File: src/rtl/tsq_pkg.sv
package tsq_pkg;
  localparam logic [3:0] TK_END    = 4'd0;
  localparam logic [3:0] TK_START  = 4'd1;
  localparam logic [3:0] TK_ADDR_W = 4'd2;
  localparam logic [3:0] TK_ADDR_R = 4'd3;
  localparam logic [3:0] TK_DATA   = 4'd4;
  localparam logic [3:0] TK_LAST   = 4'd5;
  localparam logic [3:0] TK_STOP   = 4'd6;

  typedef enum logic [1:0] {PC_START, PC_STOP, PC_BYTE} pcmd_e;
  typedef enum logic [2:0] {SQ_IDLE, SQ_FETCH, SQ_WAIT, SQ_ABORT, SQ_ABWAIT} sq_e;
endpackage

File: src/rtl/tsq_clkdiv.sv
module tsq_clkdiv #(
  parameter int QW = 14
) (
  input  logic          clk,
  input  logic          rst,
  input  logic          en,
  input  logic [QW-1:0] quarter,
  output logic          tick
);
  logic [QW-1:0] cnt;

  always_ff @(posedge clk) begin
    if (rst || !en) begin
      cnt  <= '0;
      tick <= 1'b0;
    end else if (({1'b0, cnt} + 1'b1) >= {1'b0, quarter}) begin
      cnt  <= '0;
      tick <= 1'b1;
    end else begin
      cnt  <= cnt + 1'b1;
      tick <= 1'b0;
    end
  end
endmodule

File: src/rtl/tsq_bitphy.sv
module tsq_bitphy
  import tsq_pkg::*;
(
  input  logic       clk,
  input  logic       rst,
  input  logic       tick,
  input  logic       cmd_valid,
  input  pcmd_e      cmd_kind,
  input  logic [7:0] cmd_byte,
  input  logic       cmd_rx,
  input  logic       cmd_ack,
  input  logic       sda_in,
  output logic       running,
  output logic       done,
  output logic [7:0] rx_byte,
  output logic       nack,
  output logic       scl_oe,
  output logic       sda_oe
);
  pcmd_e      kind;
  logic [1:0] phase;
  logic [3:0] bitn;
  logic [7:0] txsh;
  logic       rxmode, ackbit, held;
  logic       scl_d, sda_d;

  always_ff @(posedge clk) begin
    done <= 1'b0;
    if (rst) begin
      running <= 1'b0;
      kind    <= PC_START;
      phase   <= 2'd0;
      bitn    <= 4'd0;
      txsh    <= 8'd0;
      rx_byte <= 8'd0;
      nack    <= 1'b0;
      rxmode  <= 1'b0;
      ackbit  <= 1'b0;
      held    <= 1'b0;
    end else if (!running) begin
      if (cmd_valid) begin
        running <= 1'b1;
        kind    <= cmd_kind;
        phase   <= (cmd_kind == PC_START && !held) ? 2'd1 : 2'd0;
        bitn    <= 4'd0;
        txsh    <= cmd_byte;
        rxmode  <= cmd_rx;
        ackbit  <= cmd_ack;
      end
    end else if (tick) begin
      if (kind == PC_BYTE && phase == 2'd1) begin
        if (bitn < 4'd8) rx_byte <= {rx_byte[6:0], sda_in};
        else             nack    <= sda_in;
      end
      if (phase == 2'd3) begin
        if (kind == PC_BYTE && bitn < 4'd8) begin
          bitn  <= bitn + 1'b1;
          txsh  <= {txsh[6:0], 1'b0};
          phase <= 2'd0;
        end else begin
          running <= 1'b0;
          done    <= 1'b1;
          held    <= (kind != PC_STOP);
        end
      end else begin
        phase <= phase + 1'b1;
      end
    end
  end

  always_comb begin
    scl_d = held;
    sda_d = 1'b0;
    if (running) begin
      case (kind)
        PC_START: begin
          scl_d = (phase == 2'd0) || (phase == 2'd3);
          sda_d = (phase == 2'd2) || (phase == 2'd3);
        end
        PC_STOP: begin
          scl_d = (phase == 2'd0);
          sda_d = (phase == 2'd0) || (phase == 2'd1);
        end
        default: begin
          scl_d = (phase == 2'd0) || (phase == 2'd3);
          sda_d = (bitn < 4'd8) ? (!rxmode && !txsh[7]) : (rxmode && ackbit);
        end
      endcase
    end
  end

  always_ff @(posedge clk) begin
    if (rst) begin
      scl_oe <= 1'b0;
      sda_oe <= 1'b0;
    end else begin
      scl_oe <= scl_d;
      sda_oe <= sda_d;
    end
  end

  AST_SDA_STABLE_HIGH: assert property (@(posedge clk) disable iff (rst)
    (running && kind == PC_BYTE && $past(running && kind == PC_BYTE) && !scl_oe && $past(!scl_oe))
      |-> $stable(sda_oe));
endmodule

File: src/rtl/tsq_seq.sv
module tsq_seq
  import tsq_pkg::*;
#(
  parameter int NTOK  = 16,
  parameter int NBYTE = 8
) (
  input  logic               clk,
  input  logic               rst,
  input  logic               go,
  input  logic [NTOK*4-1:0]  tokens,
  input  logic [NBYTE*8-1:0] wdata,
  input  logic [6:0]         taddr,
  input  logic               phy_done,
  input  logic               phy_nack,
  input  logic [7:0]         phy_rx,
  output logic               busy,
  output logic               err,
  output logic [NBYTE*8-1:0] rdata,
  output logic               cmd_valid,
  output pcmd_e              cmd_kind,
  output logic [7:0]         cmd_byte,
  output logic               cmd_rx,
  output logic               cmd_ack
);
  localparam int TIW = $clog2(NTOK);
  localparam int BIW = $clog2(NBYTE);

  sq_e            st;
  logic [TIW:0]   ti;
  logic [BIW-1:0] widx;
  logic [BIW:0]   ridx;
  logic           rdphase, chk, rdcap;
  logic [3:0]     tok;

  assign tok  = tokens[{ti[TIW-1:0], 2'b00} +: 4];
  assign busy = (st != SQ_IDLE);

  always_ff @(posedge clk) begin
    cmd_valid <= 1'b0;
    if (rst) begin
      st <= SQ_IDLE; ti <= '0; widx <= '0; ridx <= '0;
      rdphase <= 1'b0; chk <= 1'b0; rdcap <= 1'b0; err <= 1'b0;
      rdata <= '0; cmd_kind <= PC_START; cmd_byte <= 8'd0;
      cmd_rx <= 1'b0; cmd_ack <= 1'b0;
    end else begin
      case (st)
        SQ_IDLE: if (go) begin
          st <= SQ_FETCH; ti <= '0; widx <= '0; ridx <= '0;
          rdphase <= 1'b0; err <= 1'b0; rdata <= '0;
        end
        SQ_FETCH: begin
          if (ti[TIW] || tok == TK_END) begin
            st <= SQ_IDLE;
          end else begin
            st <= SQ_WAIT; cmd_valid <= 1'b1; chk <= 1'b0; rdcap <= 1'b0;
            cmd_rx <= 1'b0; cmd_ack <= 1'b0; cmd_kind <= PC_BYTE;
            case (tok)
              TK_START: cmd_kind <= PC_START;
              TK_STOP:  cmd_kind <= PC_STOP;
              TK_ADDR_W: begin
                cmd_byte <= {taddr, 1'b0}; chk <= 1'b1; rdphase <= 1'b0;
              end
              TK_ADDR_R: begin
                cmd_byte <= {taddr, 1'b1}; chk <= 1'b1; rdphase <= 1'b1;
              end
              TK_DATA: begin
                if (rdphase) begin
                  cmd_rx <= 1'b1; cmd_ack <= 1'b1; rdcap <= 1'b1;
                end else begin
                  cmd_byte <= wdata[{widx, 3'b000} +: 8]; chk <= 1'b1;
                  widx <= widx + 1'b1;
                end
              end
              TK_LAST: begin
                cmd_rx <= 1'b1; rdcap <= 1'b1;
              end
              default: begin
                st <= SQ_FETCH; cmd_valid <= 1'b0; ti <= ti + 1'b1;
              end
            endcase
          end
        end
        SQ_WAIT: if (phy_done) begin
          if (chk && phy_nack) begin
            err <= 1'b1; st <= SQ_ABORT;
          end else begin
            if (rdcap && !ridx[BIW]) begin
              rdata[{ridx[BIW-1:0], 3'b000} +: 8] <= phy_rx;
              ridx <= ridx + 1'b1;
            end
            ti <= ti + 1'b1; st <= SQ_FETCH;
          end
        end
        SQ_ABORT: begin
          cmd_valid <= 1'b1; cmd_kind <= PC_STOP; chk <= 1'b0; rdcap <= 1'b0;
          st <= SQ_ABWAIT;
        end
        default: if (phy_done) st <= SQ_IDLE;
      endcase
    end
  end

  AST_CMD_ONLY_BUSY: assert property (@(posedge clk) disable iff (rst)
    cmd_valid |-> busy);
  AST_READ_BOUND: assert property (@(posedge clk) disable iff (rst)
    ridx <= NBYTE);
endmodule

File: src/rtl/tokseq_i2c_master.sv
module tokseq_i2c_master
  import tsq_pkg::*;
#(
  parameter int QEXT_W = 4,
  parameter int NTOK   = 16,
  parameter int NBYTE  = 8
) (
  input  logic        clk,
  input  logic        rst,
  input  logic        reg_we,
  input  logic [2:0]  reg_word,
  input  logic [31:0] reg_wdata,
  output logic [31:0] reg_rdata,
  output logic        scl_oe,
  input  logic        sda_i,
  output logic        sda_oe
);
  localparam int QLO_W = 10;
  localparam int QW    = QEXT_W + QLO_W;

  logic              ctrl_start, start_d;
  logic [QLO_W-1:0]  qlow;
  logic [QEXT_W-1:0] qext;
  logic [7:0]        addr_r;
  logic [31:0]       tok_lo, tok_hi, wd_lo, wd_hi;
  logic              go, busy, err, tick;
  logic [63:0]       rdata;
  logic              cmd_valid, cmd_rx, cmd_ack;
  pcmd_e             cmd_kind;
  logic [7:0]        cmd_byte, phy_rx;
  logic              phy_running, phy_done, phy_nack;
  logic [31:0]       ctrl_view;

  always_ff @(posedge clk) begin
    if (rst) begin
      ctrl_start <= 1'b0; start_d <= 1'b0; qlow <= '0; qext <= '0;
      addr_r <= 8'd0; tok_lo <= '0; tok_hi <= '0; wd_lo <= '0; wd_hi <= '0;
    end else begin
      start_d <= ctrl_start;
      if (reg_we) begin
        case (reg_word)
          3'd0: begin
            ctrl_start <= reg_wdata[0];
            qlow       <= reg_wdata[12 +: QLO_W];
            qext       <= reg_wdata[28 +: QEXT_W];
          end
          3'd1: addr_r <= reg_wdata[7:0];
          3'd2: tok_lo <= reg_wdata;
          3'd3: tok_hi <= reg_wdata;
          3'd4: wd_lo  <= reg_wdata;
          3'd5: wd_hi  <= reg_wdata;
          default: ;
        endcase
      end
    end
  end

  assign go = ctrl_start && !start_d;

  always_comb begin
    ctrl_view = 32'd0;
    ctrl_view[0] = ctrl_start;
    ctrl_view[2] = busy;
    ctrl_view[3] = err;
    ctrl_view[12 +: QLO_W]  = qlow;
    ctrl_view[28 +: QEXT_W] = qext;
  end

  always_ff @(posedge clk) begin
    if (rst) reg_rdata <= 32'd0;
    else begin
      case (reg_word)
        3'd0: reg_rdata <= ctrl_view;
        3'd1: reg_rdata <= {24'd0, addr_r};
        3'd2: reg_rdata <= tok_lo;
        3'd3: reg_rdata <= tok_hi;
        3'd4: reg_rdata <= wd_lo;
        3'd5: reg_rdata <= wd_hi;
        3'd6: reg_rdata <= rdata[31:0];
        default: reg_rdata <= rdata[63:32];
      endcase
    end
  end

  tsq_clkdiv #(.QW(QW)) u_div (
    .clk(clk), .rst(rst), .en(phy_running), .quarter({qext, qlow}), .tick(tick)
  );

  tsq_seq #(.NTOK(NTOK), .NBYTE(NBYTE)) u_seq (
    .clk(clk), .rst(rst), .go(go),
    .tokens({tok_hi, tok_lo}), .wdata({wd_hi, wd_lo}), .taddr(addr_r[7:1]),
    .phy_done(phy_done), .phy_nack(phy_nack), .phy_rx(phy_rx),
    .busy(busy), .err(err), .rdata(rdata),
    .cmd_valid(cmd_valid), .cmd_kind(cmd_kind), .cmd_byte(cmd_byte),
    .cmd_rx(cmd_rx), .cmd_ack(cmd_ack)
  );

  tsq_bitphy u_phy (
    .clk(clk), .rst(rst), .tick(tick),
    .cmd_valid(cmd_valid), .cmd_kind(cmd_kind), .cmd_byte(cmd_byte),
    .cmd_rx(cmd_rx), .cmd_ack(cmd_ack), .sda_in(sda_i),
    .running(phy_running), .done(phy_done), .rx_byte(phy_rx), .nack(phy_nack),
    .scl_oe(scl_oe), .sda_oe(sda_oe)
  );

  AST_CMD_PHY_IDLE: assert property (@(posedge clk) disable iff (rst)
    cmd_valid |-> !phy_running);
  AST_ABORT_RELEASE: assert property (@(posedge clk) disable iff (rst)
    ($fell(busy) && err) |-> (!scl_oe && !sda_oe));
endmodule

File: config.mk
export PLATFORM = sky130hd
export DESIGN_NAME = tokseq_i2c_master
export DESIGN_NICKNAME = d
export VERILOG_FILES = /design/src/rtl/tsq_pkg.sv /design/src/rtl/tsq_clkdiv.sv /design/src/rtl/tsq_bitphy.sv /design/src/rtl/tsq_seq.sv /design/src/rtl/tokseq_i2c_master.sv
export SDC_FILE = /design/constraint.sdc
export NUM_CORES = 1
export LEC_CHECK = 0
export BUFFER_PORTS_ARGS = -buffer_cell sky130_fd_sc_hd__buf_2
export CELL_PAD_IN_SITES_DETAIL_PLACEMENT = 2
export CELL_PAD_IN_SITES_GLOBAL_PLACEMENT = 2
export CORE_MARGIN = 4
export CORE_UTILIZATION = 30
export DETAILED_ROUTE_END_ITERATION = 6
export PLACE_DENSITY_LB_ADDON = 0.25
export SKIP_CTS_REPAIR_TIMING = 1
export SYNTH_ARGS = -nofsm -noshare
export SYNTH_HDL_FRONTEND = slang
export SYNTH_SLANG_ARGS = --single-unit
File: constraint.sdc
create_clock -name clk -period 5.5 [get_ports clk]
set_clock_uncertainty 0.2 [all_clocks]
set_input_delay 0 -clock clk [delete_from_list [all_inputs] [get_ports clk]]
set_output_delay 0 -clock clk [all_outputs]
set_load 0.02 [all_outputs]
; Yosys cells after proc, flatten, opt, wreduce, memory -nomap -nowiden
; Cells that the tools add are included.
[word_totals]
inputBits = 39
out_inout_bits = 34
ff_bits = 327
[classes]
bitwise_logic = 6
n_addsub = 8
n_reduce_logical = 59
muxes = 81
order_cmp = 2
n_shift = 4
eq_ne = 36
[op_table]
columns = op, count
row1 = two-way mux 64 bit, 4
row2 = case mux 32 bit (7 select lines), 1
row3 = case mux 64 bit (2 select lines), 1
row4 = bitwise mux 64 bit, 1
row5 = "variable shift 8 x 8 -> 64 bit, first input constant", 1
row6 = indexed part select 64 x 7 -> 4 bit, 1
row7 = indexed part select 64 x 7 -> 8 bit, 1
row8 = indexed part select 8 x 8 -> 64 bit, 1
row9 = two-way mux 8 bit, 6
row10 = two-way mux 4 bit, 9
row11 = AND reduction 4 bit, 7
row12 = two-way mux 5 bit, 5
row13 = two-way mux 3 bit, 8
row14 = case mux 8 bit (3 select lines), 1
row15 = two-way mux 1 bit, 22
row16 = "inequality test 2 bit, second input constant", 10
row17 = case mux 1 bit (2 select lines), 9
row18 = AND reduction 2 bit, 9
row19 = two-way mux 2 bit, 8
row20 = "adder 14 x 1 -> 15 bit, second input constant", 1
row21 = greater-or-equal comparator 15 x 14 -> 1 bit, 1
row22 = case mux 5 bit (3 select lines), 1
row23 = "adder 14 x 1 -> 14 bit, second input constant", 1
row24 = "== test 3 x 2 -> 1 bit, second input constant", 4
row25 = 35 further kinds, 83

; Longest topological paths before layout
[depth]
ltp_word = 7
ltp_mapped = 11
depth_no_buf = 10

; Cells and area by module
; A second synthesis with hierarchy kept.
[hier_totals]
hier_cells = 1842
hier_area_um2 = 15678.8
[by_module_without_submodules]
columns = mod, n_inst, area_per_inst_um2, cells_per_inst, seq_area_each_um2
row1 = tokseq_i2c_master, 1, 7871.3, 972, 3683.5
row2 = tsq_seq, 1, 5190.0, 562, 1921.8
row3 = tsq_bitphy, 1, 1534.0, 174, 640.6
row4 = tsq_clkdiv, 1, 1083.5, 134, 300.3

; Worst setup path after synthesis
; Ideal clock, no wire load.
[synth_timing]
path_type = reg-to-reg
from = register u_seq.ti[0]
to = register u_seq.cmd_byte[1]
path_stages_with_launch = 10
slack_ns = 2.630
required_time_ns = 5.172
t_arrival_ns = 2.543
cell_sequence = dfxtp_1 -> buf_6 -> mux4_2 -> mux4_2 -> a21o_1 -> nor4_2 -> o21a_1 -> buf_6 -> mux2i_1 -> nor2_1
[synth_via]
elab_chain_len = 5
elab_cells_between_ends = 11
[synth_lines]
columns = element, line_no
row1 = "start, declared", tsq_seq.sv:29  ; logic [TIW:0] ti;
row2 = "start signal, assigned", tsq_seq.sv:41  ; st <= SQ_IDLE; ti <= '0; widx <= '0; ridx <= '0;
row3 = "start signal, assigned", tsq_seq.sv:48  ; st <= SQ_FETCH; ti <= '0; widx <= '0; ridx <= '0;
row4 = "start signal, assigned", tsq_seq.sv:78  ; st <= SQ_FETCH; cmd_valid <= 1'b0; ti <= ti + 1'b1;
row5 = indexed part select 64 x 7 -> 4 bit *, tsq_seq.sv:35  ; assign tok = tokens[{ti[TIW-1:0], 2'b00} +: 4];
row6 = "parallel branches: the longest is 4 deep, another holds == test 4 x 3 -> 1 bit", -
row7 = "end signal, assigned", tsq_seq.sv:61  ; cmd_byte <= {taddr, 1'b0}; chk <= 1'b1; rdphase <= 1'b0;
row8 = "end signal, assigned", tsq_seq.sv:64  ; cmd_byte <= {taddr, 1'b1}; chk <= 1'b1; rdphase <= 1'b1;
row9 = "end signal, assigned", tsq_seq.sv:70  ; cmd_byte <= wdata[{widx, 3'b000} +: 8]; chk <= 1'b1;
row10 = "end, declared", tsq_seq.sv:21  ; output logic [7:0] cmd_byte,
; Every way passes the cells marked *.
; A chain may end at the register's enable or synchronous reset.

; Worst setup path in the final report
[layout_timing]
from = register u_seq.ti[0]
to = register u_seq.cmd_byte[3]
; Same word-level chain as after synthesis.

==> out/metrics.yaml <==
run_status:
  status: "completed"
yosys:
  synth-seq-cells: 327
  syn_nets: 1835
  netlist_instances: 1769
  synth_edf_count: 0
  ys_warn_count: 0
  synthDistinctLibCells: 69
  ys.flop_type: "dfxtp_1"
  synth-async-reset-ratio: 0
  syn_area_um2: 15200
  ys_seq_area_frac: 0.432
  avgSynthCellArea_um2: 8.57
cells_and_area:
  final_common_cell: "nand2_1"
  final_cell_mix: "369 x nand2_1, 327 x dfxtp_1, 227 x a21oi_1"
  diodes: 0
  drive_gt1_frac: 0.141
  fin_nets: 1874
  area_growth_pct: 17.7
  fin_cells: 2510
  fillers: 5680
pwr:
  p_leak_nw: 6.16
  p_per_area_nw_per_um2: 317
  ir_drop_mv: 0.176
  power.total_w: 0.00566
place:
  dp.cells: 2399
  place.gp.congestion: 0.848
  dp_slack_ns: 1.40
  numPortBuffers: 72
  dp_hpwl_um: 45200
clock_network:
  clock_latency_ns: 0.57
  cts_tree: "built"
  root_buffer: "clkbuf_16"
  cts_max_level: 2
  clkTransAtPathRegs_ns: 0.06
  clock-sinks: 327
  cts.path.max_buffers: 3
  numCtsBuffers: 41
global_route:
  grt_pass1_wl_um: 95100
  grt_pass1_vias: 14496
  grt_overflow_total: 0
  grt_max_degree: 118
  antenna_found_initial: 0
  grt_use_total: 0.232
routing:
  remaining_drc_errors: 0
  ant_nets: 0
  dr.pass1.iters: 5
  wl_per_cell_um: 25.1
  routed_wl_um: 63100
  vias: 13669
  drt_iter0_markers: 853
  via_per_inst: 5.45
worst_setup_path:
  arrival_ns: 4.27
  worstPathCellList: "mux4_2, mux4_2, a21o_1, nor4_2, o21a_1, mux2i_1, nor2_1"
  slowest_delay_ns: 1.00
  crit_top_cell: "mux4_2"
  endpoint_kind: "flop"
  worstPathRequired_ns: 5.72
  criticalPathCategory: "reg -> reg"
  cp_max_fo: 19
  startpoint_type: "flop"
  cp_slowest_cell: "dfxtp_1"
hold_path:
  hold_path_class: "in -> reg"
floorplanning:
  start_util: 0.303
  floorplan.rows: 82
  die_y_um: 233
  die_x_um: 233
  coreArea_um2: 50100
  fp.dieArea_um2: 54200
  ios: 73
timing:
  grt_setup_unrepaired: "false"
  finalSetupViolCount: 0
  timing.final.ws_setup_ns: 1.45
  slew_viol_final: 0
  post-route-period-util: 0.737
  max_slew_margin: 0.194
  period_needed_ns: 4.05
  tns_ns: 0
  max_freq_mhz: 247
  tightest_slew_ns: 1.21
  hold_viol_final: 0
flow_run:
  max-cap-violations: 0
[kinds of logic after synthesis]
group           after synthesis  synth area share
buf+inv                     162            0.0424
mux                         144             0.140
xor+xnor                     16           0.00924
flops                       327             0.432
fa+ha+maj                    27            0.0223
compound gates              413             0.166
simple gates                680             0.189
[routing by layer]
layer  share of wire  wire length (µm)  vias to the layer above  global-route usage
met4           0.026              1670                        0              0.0695
met3           0.036              2260                       68              0.0286
li1                -                 -                     6267                   -
met5               0                 0                        -                   0
met2            0.48             30500                      251               0.395
met1            0.46             28700                     7083               0.309
[worst max-delay path, delay by kind of cell, from the launching register on]
kind             cells  cell delay (ns)
flip-flops           1             1.00
multiplexers         3             1.48
AND/OR/NAND/NOR      2             0.44
AO/OA/AOI/OAI        2             0.78
[metrics by stage]
stage	util	instance area, µm²	hold slack, ns
after global routing	0.357	17900	0.0888
after floorplan	-	15200	-0.0640
final	0.357	17900	0.0789
after detailed placement	0.320	16000	0.100
after global placement	0.320	16000	0.0896
after CTS	0.349	17500	-0.506
[cell usage after synthesis (all sizes together) (11+ instances only)]
master	count	area [µm²]
clkbuf	108	405
nand2	369	1390
nor2	183	687
xnor2	11	96.3
mux4	50	1140
nor3	16	90.1
nor2b	16	100
a31oi	11	68.8
mux2	31	349
inv	26	97.6
ha	27	338
mux2i	63	634
a22oi	78	586
a21oi	228	1140
o21ai	30	150
dfxtp	327	6550
buf	28	140
nand3	37	185
[report_power, final]
| group | switching [W] | leakage (nW) | total [W] | internal [W] |
|---|---|---|---|---|
| Sequential | 0.0000296 | 2.64 | 0.00243 | 0.00240 |
| Combinational | 0.000229 | 2.80 | 0.000330 | 0.000101 |
| Clock | 0.00110 | 0.719 | 0.00290 | 0.00180 |
[area by class of cell]
class,count,area [µm²],area share
clock inverter,10,161,0.00904
tap,672,841,0.0471
sequential,327,6550,0.367
inverter,26,97.6,0.00547
clock buffer,63,1290,0.0723
multi-input combinational,1280,8000,0.448
timing repair buffer,132,921,0.0516
[flip-flops by register name, indices dropped and copies added, names as in the netlist, 5 cells and up]
register / count
u_div.cnt: 14
tok_hi: 32
wd_hi: 32
u_seq.ti: 5
u_seq.rdata: 64
u_phy.rx_byte: 8
qlow: 10
addr_r: 8
tok_lo: 32
u_seq.cmd_byte: 8
wd_lo: 32
u_phy.txsh: 8
reg_rdata: 32
[path summary, 6_finish.rpt]
path	start	to	slack, ns	cells after the start
worst max-delay path	u_seq.ti[0]$_SDFFE_PP0P_	u_seq.cmd_byte[3]$_SDFFE_PP0P_	1.45	7
worst min-delay path	sda_i	u_phy.nack$_SDFFE_PP0P_	0.08	4
worst max register to register	u_seq.ti[0]$_SDFFE_PP0P_	u_seq.cmd_byte[3]$_SDFFE_PP0P_	1.45	7
worst min register to register	qlow[8]$_SDFFE_PP0P_	qlow[8]$_SDFFE_PP0P_	0.26	2
No activity file was read; power rests on OpenSTA's default activity.
